--- src/rtl/quad_dac_regbank.sv ---
module quad_dac_regbank #(
  parameter int W = 12,
  parameter int CH = 4,
  parameter int SYNC = 2,
  parameter logic [W-1:0] RESET_CODE = W'(1) << (W-1)
) (
  input  logic             clk,
  input  logic             rst_n,
  input  logic             cs_n,
  input  logic             rw,
  input  logic             ld_n,
  input  logic [$clog2(CH)-1:0] addr,
  input  logic [W-1:0]     din,
  output logic [W-1:0]     dout,
  output logic             dout_oe,
  output logic [CH*W-1:0]  ch_code
);
  localparam int AW = $clog2(CH);
  localparam int SW = 3 + AW + W;
  localparam logic [SW-1:0] IDLE = {3'b111, {(AW+W){1'b0}}};

  logic [SYNC-1:0][SW-1:0] pipe;
  logic [SW-1:0] s;
  logic s_cs_n, s_rw, s_ld_n;
  logic [AW-1:0] s_addr;
  logic [W-1:0] s_din;
  logic sel, wr, rd, ld, ld_all;
  logic [CH-1:0][W-1:0] in_q, out_q;

  always_ff @(posedge clk or negedge rst_n)
    if (!rst_n) pipe <= {SYNC{IDLE}};
    else        pipe <= {pipe[SYNC-2:0], {cs_n, rw, ld_n, addr, din}};

  assign s = pipe[SYNC-1];
  assign {s_cs_n, s_rw, s_ld_n, s_addr, s_din} = s;

  assign sel    = !s_cs_n;
  assign wr     = sel && !s_rw;
  assign rd     = sel && s_rw;
  assign ld     = !s_ld_n;
  assign ld_all = !sel && ld;

  for (genvar k = 0; k < CH; k++) begin : g_ch
    logic hit;
    assign hit = wr && (s_addr == AW'(k));

    always_ff @(posedge clk or negedge rst_n)
      if (!rst_n)   in_q[k] <= RESET_CODE;
      else if (hit) in_q[k] <= s_din;

    always_ff @(posedge clk or negedge rst_n)
      if (!rst_n)          out_q[k] <= RESET_CODE;
      else if (hit && ld)  out_q[k] <= s_din;
      else if (ld_all)     out_q[k] <= in_q[k];
  end

  assign ch_code = out_q;
  assign dout_oe = rd;
  assign dout    = rd ? in_q[s_addr] : '0;


  unsel_hold_chk: assert property (@(posedge clk) disable iff (!rst_n)
    !sel |=> $stable(in_q));

  staged_hold_chk: assert property (@(posedge clk) disable iff (!rst_n)
    (wr && !ld) |=> $stable(out_q));

  transparent_chk: assert property (@(posedge clk) disable iff (!rst_n)
    (wr && ld) |=> (out_q[$past(s_addr)] == $past(s_din)) && (in_q[$past(s_addr)] == $past(s_din)));

  read_quiet_chk: assert property (@(posedge clk) disable iff (!rst_n)
    rd |=> $stable(in_q) && $stable(out_q));

  load_all_chk: assert property (@(posedge clk) disable iff (!rst_n)
    ld_all |=> out_q == $past(in_q));
endmodule

--- config.mk ---
export PLATFORM = sky130hd
export DESIGN_NAME = quad_dac_regbank
export DESIGN_NICKNAME = d
export VERILOG_FILES = /design/src/rtl/quad_dac_regbank.sv
export SDC_FILE = /design/constraint.sdc
export NUM_CORES = 1
export LEC_CHECK = 0
export BUFFER_PORTS_ARGS = -buffer_cell sky130_fd_sc_hd__buf_4
export CAP_MARGIN = 0
export CORE_MARGIN = 4
export CORE_UTILIZATION = 63
export CTS_BUF_LIST = sky130_fd_sc_hd__clkbuf_4
export DETAILED_ROUTE_END_ITERATION = 6
export HOLD_SLACK_MARGIN = 0.02
export PLACE_DENSITY_LB_ADDON = 0.15
export SETUP_SLACK_MARGIN = 0.1
export SLEW_MARGIN = 10
export SYNTH_ARGS = -nofsm -noshare
export SYNTH_HDL_FRONTEND = slang
export SYNTH_SLANG_ARGS = --single-unit
--- constraint.sdc ---
create_clock -name clk -period 2.75 [get_ports clk]
set_input_delay 0.55 -clock clk [delete_from_list [all_inputs] [get_ports clk]]
set_output_delay 0.55 -clock clk [all_outputs]
set_load 0.005 [all_outputs]
## After elaboration in Yosys (flattened, before gate mapping)

Index checks and enable logic that the tools add are counted.

- $lt $le $gt $ge: 1
- Equal/unequal tests: 3
- Multiplexer cells: 11
- Reductions and logical operators: 19

Operators with widths:

| kind | number |
|---|---|
| 12-bit 2-to-1 mux | 10 |
| 12-bit binary-select mux with 2-bit select | 1 |
| 1-bit logical AND | 11 |
| 2-bit nonzero test | 4 |
| 2-bit equality test (second input constant) | 2 |
| 1-bit zero test | 3 |
| 2-bit by 3-bit < comparator with 1-bit output (second input constant) | 1 |
| 2-bit by 1-bit equality test with 1-bit output (second input constant) | 1 |
| 2-bit zero test | 1 |

- Register bits after elaboration: 130
- Input port bits: 19

## Logic depth before layout (Yosys ltp)

Gate-level depths: netlist (run 1).

- Depth after elaboration: 5
- Mapped depth: 6
- Mapped depth without buffers: 3

## Least setup slack after synthesis (run 1)

OpenSTA, ideal clock, no wires.

- Kind: register to output
- From: reg pipe, in the netlist s[13]
- To: out dout[7]
- Data arrival time: 1475 ps
- Setup slack: 725 ps
- Stages on the path, launching flop included: 4
- Buffers on the path: 1
- Cell sequence: dfrtp_1 -> buf_1 -> mux4_2 -> and3_1

- Cells in the longest elaborated chain, start to end: 3

Ends and longest elaborated chain:

| what | line | RTL |
|---|---|---|
| start: declaration | 22 | `logic [SYNC-1:0][SW-1:0] pipe;` |
| start signal: assignment | 31 | `if (!rst_n) pipe <= {SYNC{IDLE}};` |
| start signal: assignment | 32 | `else pipe <= {pipe[SYNC-2:0], {cs_n, rw, ld_n, addr, din}};` |
| 12-bit binary-select mux with 2-bit select | 59 | `assign dout = rd ? in_q[s_addr] : '0;` |
| 12-bit 2-to-1 mux (implied by the code) | 59 |  |
| 12-bit 2-to-1 mux | 59 |  |
| end: declaration | 14 | `output logic [W-1:0] dout,` |

No other way between the ends. The select of a mux whose other input is x is not followed.

## Final worst setup path (run 1)

- From: reg pipe, in the netlist s[13]
- To: out dout[4]

The elaborated chain is that of the path after synthesis.

==> key figures, run 1 <==
Run status
  – Status: complete, no violations

Routing
  – DR iter-0 viols: 216
  – DRC: 0
  – TritonRoute pass-1 iters: 5
  – Avg WL per Cell: 21.37 um
  – Via-to-Cell Ratio: a little over 6
  – Via Count: 3,567
  – Routed Antenna Nets: 0
  – Final WL: 12,330 um

Timing
  – RSZ-0062 raised after global routing: no
  – Tmin final: 2.509 ns
  – Pins Over Slew Limit: 0
  – Worst setup margin: approximately 0.24 ns
  – Final hold vios: 0
  – Highest Clock Rate: 0.3986 GHz
  – Setup_tns: 0 ns
  – Tightest Pin Transition: between 0.9 and 1 ns
  – Slew Limit Headroom: between 30% and 40%
  – Final setup fails: 0
  – Fin crit share: 91.23%
  – Final Hold Slack: 0.1097 ns
  – Skew final: 0.01556 ns

Final layout
  – ANT cells: 0
  – Reg area: around 3300 um2
  – Commonest non-fill, non-tap cell in the layout: dfrtp_1
  – Multi-input logic area: approximately 1800 um2
  – Nets: 478
  – Layout area overhead: 20.57%
  – Commonest cells after routing, fill and taps aside: dfrtp_1 (114), buf_4 (99), nor2_1 (44)
  – Area of all placed cells without fillers: approximately 6400 um2
  – FILL cells: 502
  – Layout cells sized above 1: 44.70%

Placed design
  – Input/output buffers: 79
  – Hpwl dp: 7605 um
  – Pre-CTS setup slack: 0.5922 ns
  – RD Place Congestion: 0.8373
  – Placed cell area: between 5000 and 6000 um2

Synthesis
  – Seq cells post-synth: 130
  – Syn Nets: 387
  – EDFF count, synth: 0
  – Seq/Total Area, Yosys: 61.96%
  – Avg Inst Size Synth: 14.34 um2
  – Cells after Synth: 368
  – Post-synth cell types: 31
  – Synthesized area: 5279 um2
  – Post-synth ARST share: 100.0%
  – Synth warn: 0
  – Most used DFF post-synth: dfrtp_1

Floorplan
  – Initial Util: 64.57%
  – CORE AREA: 8175 um2
  – Die ar.: just under 10,000 um2
  – # rows: 33
  – Top Ports: 80
  – DIE HEIGHT: 99.54 um
  – Die width: roughly 100 um

Clocking
  – Clock sink total: 130
  – CTS tree: yes
  – H-Tree Depth: 4
  – Clock transition at the registers of the reported paths: 0.13 ns
  – Clock root cell: clkbuf_4
  – Clk_lat worst skew: 0.53 ns
  – TritonCTS buffer count: 17
  – CTS Buffer Depth: 2

Power and ir drop
  – Logic gate share of total power: between 10% and 20%
  – Flop pwr share: 54.1%
  – Clk network pwr share: 26.5%
  – Sw power: roughly 0.0014 W
  – P_leak: 2.980 nW
  – Switching Fraction: 29.08%
  – Cell Int Power: 0.003353 W
  – Peak VDD IR: 518.7 uV
  – PwrDens: between 700 and 800 nW/um2

Job
  – MaxCap Viol Count: 0

Min path
  – Hold wc startpoint: din[4]
  – Endpoint, Worst Hold: pipe[4]
  – Hold depth: 1
  – Hold Path Class: input port to flop

Critical path
  – CP Cell Sequence: buf_12 -> mux4_2 -> and3_1 -> buf_4
  – Critical-path top delay cell: mux4_2
  – Type of the worst setup path: flop to output pin
  – Crit path launch type: flop
  – R2R cell count: 3
  – Setup crit end kind: output pin
  – Req. time, crit path: 2.20 ns
  – Largest fanout on the critical path: 12
  – Slack of the worst reg-to-reg path: 0.52 ns
  – CP Data Arrival Time: 1.96 ns
  – CP max stage delay: 0.51 ns
  – Reg-to-Reg Start: s[15]
  – Worst R2R End: ch_code[27]
  – CP top delay family: multiplexers
  – Buf+Inv Stages, Crit Path: 2

Global routing
  – Total global-route track usage: 26.27%
  – Initial antenna violation count: 0
  – GRT Residual Overflow: 0
  – Vias in the first global route: ~3,700
  – Largest net degree at the start of global routing: 50
  – First-pass GRT wire length: 19,550 um
==> layer usage <==
metal,up-vias,GRT usage [%],routed length (um)
met5,-,0,0
met4,0,10.50,185
met3,18,6.802,937
met2,177,41.63,6221
met1,1822,35.08,4985
li1,1550,-,-
==> through the flow <==
step	utilization, %	power [W]	std cells
2_1_floorplan	-	0.002986	368
3_3_place_gp	73.17	0.003445	536
3_5_place_dp	73.17	0.003487	536
4_1_cts	76.74	0.004737	569
5_1_grt	77.85	0.004953	577
6_report	77.85	0.004728	577
==> worst max path at each step <==
stage / to / cells past startpoint / slack (ns) / startpoint
3_3_place_gp: dout[7] / 4 / 0.64 / s[12]
4_1_cts: dout[4] / 4 / 0.12 / s[13]
5_1_grt: dout[7] / 4 / 0.13 / s[13]
6_report: dout[4] / 4 / 0.24 / s[13]
2_1_floorplan: dout[7] / 3 / 0.72 / s[13]
3_5_place_dp: in_q[24] / 2 / 0.59 / s[15]
==> power groups by stage <==
stage / sequential (W) / clock, W / combinational (W)
final: 0.00256 / 0.00125 / 0.000916
after global routing: 0.00260 / 0.00136 / 0.000992
after CTS: 0.00255 / 0.00127 / 0.000915
after detailed placement: 0.00258 / 0 / 0.000911
after global placement: 0.00257 / 0 / 0.000879
after floorplan: 0.00250 / 0 / 0.000491
==> sequential cells by signal, summed over array words and instances (netlist names) <==
register,flops
ch_code,48
in_q,48
pipe,17
s,17
==> what timing repair did <==
| action | in CTS | in global routing |
|---|---|---|
| endpoints found under the setup margin | 12 | 11 |
| hold buffers | 1 | 0 |
| cloned | 0 | 1 |
| resized for setup | 2 | 4 |
| buffers inserted | 0 | 7 |
| hold endpoints to repair | 3 | 0 |
==> kinds of logic after synthesis <==
logic type,after synthesis,synth area share [%]
and+or+nand+nor,83,7.940
buffers and inverters,38,3.413
muxes,60,16.64
AOI/OAI and AO/OA,57,10.05
DFF,130,61.96
==> synthesized netlist by cell type (all sizes together), types with 5 or more instances <==
cell    instances  area, um2
dfrtp         116       2903
mux2           48      608.1
a22oi           5      37.54
a221o          43      430.4
inv             7      26.28
dfstp          14      367.9
and3           12      75.07
mux4           12      270.3
nand2b         11      68.82
nor2           44      165.2
clkbuf         13      48.80
buf            18      105.1
==> area by class of cell <==
cell class	instances	share of cell area [%]
multi-input cells	200	28.84
well taps	105	2.064
clock buffers	17	2.005
inverters	7	0.4718
flip-flops and latches	130	51.43
clock inverters	15	2.339
repair buffers	103	12.86
(Power assumes the default switching activity.)
==> inputs of run 2 (changes only) <==
CORE_UTILIZATION = 45   (was 63)
==> key figures, run 2 (synthesis gave the netlist of run 1 again) <==
Placed design
  – Input/output buffers: 79 (unchanged)
  – # placed instances: 572 (+6.7%)
  – Pre-CTS setup slack: 0.3303 ns (-0.2619 ns)
  – Hpwl dp: 7663 um (+0.76%)
  – RD Place Congestion: 0.8017 (-4.3%)

Clocking
  – Hold-fix buffers, CTS: 0 (-1)
  – Clock root cell: clkbuf_4
  – Clock transition at the registers of the reported paths: 0.10 ns (-0.03 ns)
  – Clk_lat worst skew: 0.53 ns (about the same)
  – Clock sink total: 130 (unchanged)
  – TritonCTS buffer count: 17 (unchanged)
  – CTS Buffer Depth: 2 (unchanged)
  – H-Tree Depth: 4 (unchanged)
  – CTS tree: yes

Final layout
  – Commonest cells after routing, fill and taps aside: dfrtp_1 (114), buf_4 (94), nor2_1 (44)
  – Nets: 472 (-1.3%)
  – Finished Layout Cells: 609 (+5.5%)
  – FILL cells: 983 (+96%)
  – Final core occ: 55.10% (-23 points)
  – Reg area: 3276 um2 (about the same)
  – Multi-input logic area: 1836 um2 (unchanged)
  – Commonest non-fill, non-tap cell in the layout: dfrtp_1
  – Layout cells sized above 1: 42.92% (-1.8 points)
  – ANT cells: 0 (unchanged)
  – Layout area overhead: 19.70%

Routing
  – TritonRoute pass-1 iters: 4 (-1)
  – DRC: 0 (unchanged)
  – Via-to-Cell Ratio: 5.603 (-9.4%)
  – Routed Antenna Nets: 0 (unchanged)
  – Avg WL per Cell: 20.49 um (-4.1%)
  – DR iter-0 viols: 213 (-1.4%)
  – Final WL: 12,480 um (+1.2%)
  – Via Count: 3,412 (-4.3%)

Critical path
  – CP Data Arrival Time: 1.95 ns (about the same)
  – Req. time, crit path: 2.20 ns (about the same)
  – CP top delay family: flip-flops
  – Crit path launch type: flop
  – Setup crit end kind: output pin
  – CP max stage delay: 0.59 ns (+0.08 ns)
  – Largest fanout on the critical path: 13 (+1)
  – Critical-path top delay cell: dfrtp_4
  – R2R cell count: 3 (unchanged)
  – Type of the worst setup path: flop to output pin
  – Buf+Inv Stages, Crit Path: 2 (unchanged)
  – CP Cell Sequence: buf_4 -> mux4_2 -> and3_1 -> buf_4
  – Most frequent CP cell: buf_4
  – Crit. path cell count: 4 (unchanged)

Global routing
  – First-pass GRT wire length: 19,400 um (-0.78%)
  – GRT Residual Overflow: 0 (unchanged)
  – Grt met1 use: 25.26% (-9.8 points)
  – Met2 Track Usage GR: 31.88% (-9.7 points)
  – Initial antenna violation count: 0 (unchanged)
  – Met3 usage: 4.611% (-2.2 points)
  – Vias in the first global route: 3,470 (-6.5%)
  – Total global-route track usage: 19.50% (-6.8 points)
  – Busiest grt layer: met2
  – Largest net degree at the start of global routing: 131 (+160%)

Timing
  – Setup_tns: 0 ns (unchanged)
  – RSZ-0062 raised after global routing: no
  – Highest Clock Rate: 0.3992 GHz (+0.16%)
  – Skew final: 0.01141 ns (-0.004147 ns)
  – Fin crit share: 91.09% (-0.15 points)
  – Final setup fails: 0 (unchanged)
  – Worst setup margin: 0.2451 ns (+0.003990 ns)
  – Final hold vios: 0 (unchanged)
  – Tightest Pin Transition: 1.163 ns (+0.1990 ns)
  – Pins Over Slew Limit: 0 (unchanged)
  – Slew Limit Headroom: 21.97% (-14 points)
  – Tmin final: 2.505 ns (-0.003990 ns)

Power and ir drop
  – Switching Fraction: 27.59% (-1.5 points)
  – PwrDens: 719.5 nW/um2 (-3.1%)
  – Peak VDD IR: 370.3 uV (-29%)
  – Logic gate share of total power: 19.8% (+0.4 points)
  – P_leak: 2.932 nW (-1.6%)
  – Clk network pwr share: 24.1% (-2.4 points)
  – Cell Int Power: 0.003292 W (-1.8%)
  – Flop pwr share: 56.1% (+2.0 points)
  – Pwr Total: 0.004546 W (-3.8%)
  – Sw power: 0.001254 W (-8.8%)

Floorplan
  – DIE HEIGHT: 116.3 um (+17%)
  – Initial Util: 46.03% (-19 points)
  – CORE AREA: 11,470 um2 (+40%)
  – Die width: 116.3 um (+17%)
  – # rows: 39 (+18%)
  – Top Ports: 80 (unchanged)
  – Die ar.: 13,530 um2 (+37%)

Job
  – MaxCap Viol Count: 0 (unchanged)

Min path
  – Hold Path Class: input port to asynchronous set/reset pin

Run status
  – Status: complete, no violations
==> run 2: worst reg2reg max path: stages (launching register included) <==
cell     delay (ns)
dfstp_2        0.81
nor3_1         0.14
o21ai_1        0.91
a221o_1        0.29
==> run 2: stage by stage <==
| step | hold slack [ns] | instance area (um2) |
|---|---|---|
| after detailed placement | 0.3362 | 6015 |
| after global routing | 0.05252 | 6319 |
| final | 0.1152 | 6319 |
| after floorplan | 0.2544 | 5279 |
| after global placement | 0.3315 | 6015 |
| after CTS | 0.05802 | 6251 |
==> run 2: path summary, 6_finish.rpt <==
| check | startpoint | to | slack [ns] |
|---|---|---|---|
| hold reg to reg | pipe[8] | s[8] | 0.35 |
| max in group asynchronous | rst_n | s[12] | 2.08 |
| min in group clk | din[6] | pipe[6] | 0.12 |
| setup / recovery | s[12] | dout[10] | 0.25 |
| setup reg to reg | s[15] | ch_code[10] | 0.54 |
| hold / removal | rst_n | ch_code[18] | 0.12 |
==> run 2: power groups by stage <==
stage / clock, W / sequential, W / combinational, W
after global routing: 0.00123 / 0.00260 / 0.000983
after CTS: 0.00114 / 0.00255 / 0.000908
final: 0.00110 / 0.00255 / 0.000900
after detailed placement: 0 / 0.00258 / 0.000902
after global placement: 0 / 0.00257 / 0.000888
after floorplan: 0 / 0.00250 / 0.000491
==> run 2: area by class of cell <==
| type | count | area share [%] |
|---|---|---|
| repair buffers | 97 | 12.20 |
| clock buffers | 17 | 2.020 |
| clock inverters | 15 | 1.584 |
| well taps | 143 | 2.832 |
| flip-flops and latches | 130 | 51.84 |
| inverters | 7 | 0.4752 |
| multi-input cells | 200 | 29.05 |
==> run 2: timing repair <==
| item | in CTS | in global routing |
|---|---|---|
| setup buffers | 0 | 4 |
| setup endpoints to repair | 12 | 11 |
| gates resized for setup | 3 | 4 |
| gates cloned | 0 | 1 |
==> run 2: per-layer routing <==
metal,wire length [um],share of wire [%]
met5,0,0
met4,189,1.5
met3,506,4.1
met2,6332,51
met1,5454,44
==> inputs of run 3 (changes only) <==
==> constraint.sdc (replaced) <==
create_clock -name clk -period 2.75 [get_ports clk]
set_input_delay 0.1375 -clock clk [delete_from_list [all_inputs] [get_ports clk]]
set_output_delay 0.1375 -clock clk [all_outputs]
set_load 0.005 [all_outputs]
==> key figures, run 3 (synthesis gave the netlist of run 1 again) <==
Global routing
  – Met3 usage: 5.648% (+1.0 points)
  – Largest net degree at the start of global routing: 51 (-61%)
  – Initial antenna violation count: 0 (unchanged)
  – Vias in the first global route: 3,667 (+5.7%)
  – Met2 Track Usage GR: 31.50% (-0.38 points)
  – Grt met1 use: 27.37% (+2.1 points)
  – Total global-route track usage: 20.11% (+0.61 points)
  – First-pass GRT wire length: 20,180 um (+4.0%)
  – GRT Residual Overflow: 0 (unchanged)
  – Busiest grt layer: met2

Timing
  – Skew final: 0.01857 ns (+0.007158 ns)
  – Final setup fails: 0 (unchanged)
  – RSZ-0062 raised after global routing: no
  – Pins Over Slew Limit: 0 (unchanged)
  – Final hold vios: 0 (unchanged)
  – Highest Clock Rate: 0.4306 GHz (+7.9%)
  – Fin crit share: 84.44% (-6.6 points)
  – Slew Limit Headroom: 24.21% (+2.2 points)
  – Tmin final: 2.322 ns (-0.1827 ns)
  – Setup_tns: 0 ns (unchanged)
  – Tightest Pin Transition: 1.129 ns (-0.03336 ns)

Final layout
  – Nets: 488 (+3.4%)
  – Commonest cells after routing, fill and taps aside: dfrtp_1 (115), buf_4 (94), nor2_1 (44)
  – FILL cells: 923 (-6.1%)
  – Commonest non-fill, non-tap cell in the layout: dfrtp_1
  – Finished Layout Cells: 625 (+2.6%)
  – Layout area overhead: 23.11%
  – Area of all placed cells without fillers: 6499 um2 (+2.9%)
  – ANT cells: 0 (unchanged)
  – Layout cells sized above 1: 41.08% (-1.8 points)

Floorplan
  – Die width: 116.3 um (unchanged)
  – Top Ports: 80 (unchanged)
  – DIE HEIGHT: 116.3 um (unchanged)
  – # rows: 39 (unchanged)
  – CORE AREA: 11,470 um2 (unchanged)
  – Initial Util: 46.03% (unchanged)
  – Die ar.: 13,530 um2 (unchanged)

Critical path
  – Req. time, crit path: 2.61 ns (+0.41 ns)
  – CP Data Arrival Time: 2.18 ns (+0.23 ns)
  – Setup crit end kind: output pin
  – Crit path launch type: flop
  – Type of the worst setup path: flop to output pin
  – Largest fanout on the critical path: 13 (unchanged)
  – Slack of the worst reg-to-reg path: 0.52 ns (-0.02 ns)

Placed design
  – # placed instances: 575 (+0.52%)
  – Hpwl dp: 8176 um (+6.7%)
  – Placed cell area: 6037 um2 (+0.37%)
  – RD Place Congestion: 0.8028 (+0.14%)
  – Input/output buffers: 79 (unchanged)

Routing
  – Routed Antenna Nets: 0 (unchanged)
  – Final WL: 12,640 um (+1.3%)
  – TritonRoute pass-1 iters: 4 (unchanged)
  – DR iter-0 viols: 303 (+42%)
  – Via Count: 3,473 (+1.8%)
  – Via-to-Cell Ratio: 5.557 (-0.82%)
  – Avg WL per Cell: 20.22 um (-1.3%)
  – DRC: 0 (unchanged)

Clocking
  – Clk_lat worst skew: 0.51 ns (-0.02 ns)
  – Clock sink total: 130 (unchanged)
  – H-Tree Depth: 4 (unchanged)
  – CTS Buffer Depth: 2 (unchanged)
  – Clock root cell: clkbuf_4
  – Clock transition at the registers of the reported paths: 0.11 ns (about the same)
  – Post-CTS Setup Bufs: 0 (unchanged)
  – CTS tree: yes
  – TritonCTS buffer count: 17 (unchanged)

Power and ir drop
  – PwrDens: 732.8 nW/um2 (+1.8%)
  – Pwr Total: 0.004762 W (+4.7%)
  – Peak VDD IR: 512.6 uV (+38%)
  – P_leak: 3.022 nW (+3.1%)

Job
  – MaxCap Viol Count: 0 (unchanged)

Run status
  – Status: complete, no violations

Min path
  – Hold Path Class: input port to asynchronous set/reset pin
run 3: cell count changes in the layout (fill, tap and decap cells not counted), moves of 2 or more:
| cell | change |
|---|---|
| clkinv_1 | -2 |
| dlygate4sd3_1 | +18 |
| clkinvlp_4 | -2 |
| bufinv_16 | +2 |
run 3: through the flow:
| stage | hold WS (ns) | utilization (%) | setup slack, ns |
|---|---|---|---|
| after floorplan | -0.1581 | - | 1.060 |
| after global placement | 0.2224 | 52.65 | 0.5153 |
| after detailed placement | 0.2223 | 52.65 | 0.4782 |
| after CTS | 0.1891 | 56.66 | 0.1376 |
| after global routing | 0.1954 | 56.67 | 0.2765 |
| final | 0.1979 | 56.67 | 0.4278 |
run 3: final timing paths:
kind	to	startpoint	cells past startpoint
max	dout[2]	s[13]	4
min reg2reg	s[16]	pipe[16]	0
min	ch_code[6]	rst_n	2
min in group clk	pipe[8]	din[8]	2
max in group asynchronous	ch_code[23]	rst_n	3
max reg2reg	in_q[26]	s[15]	2
run 3: power by group:
group	total, W	switching, W	internal, W
sequential	0.00255	0.000282	0.00227
clock	0.00130	0.000677	0.000620
combinational	0.000910	0.000301	0.000610
run 3: metal layers:
| layer | part of all wire (%) | wire length (um) | up-vias |
|---|---|---|---|
| li1 | - | - | 1584 |
| met4 | 1.5 | 184 | 0 |
| met1 | 44 | 5581 | 1775 |
| met2 | 49 | 6148 | 100 |
| met5 | 0 | 0 | - |
| met3 | 5.7 | 725 | 14 |
run 3: what timing repair did:
| item | 4_1_cts | 5_1_grt |
|---|---|---|
| hold endpoints to repair | 58 | 0 |
| setup endpoints to repair | 0 | 5 |
| resized for setup | 0 | 1 |
| hold buffers | 18 | 0 |
run 3: cell type report:
type,instances,area [um2],share of cell area [%]
multi-input combinational,200,1836,28.24
clock buffer,18,135.1,2.079
inverter,7,26.28,0.4043
sequential,130,3272,50.35
timing repair buffer,113,905.9,13.94
clock inverter,14,145.1,2.233
tap,143,178.9,2.753
run 3: critical path, stage by stage (launching register included):
cell	delay, ns
dfrtp_2	0.58
buf_4	0.24
mux4_2	0.49
and3_1	0.22
buf_4	0.14
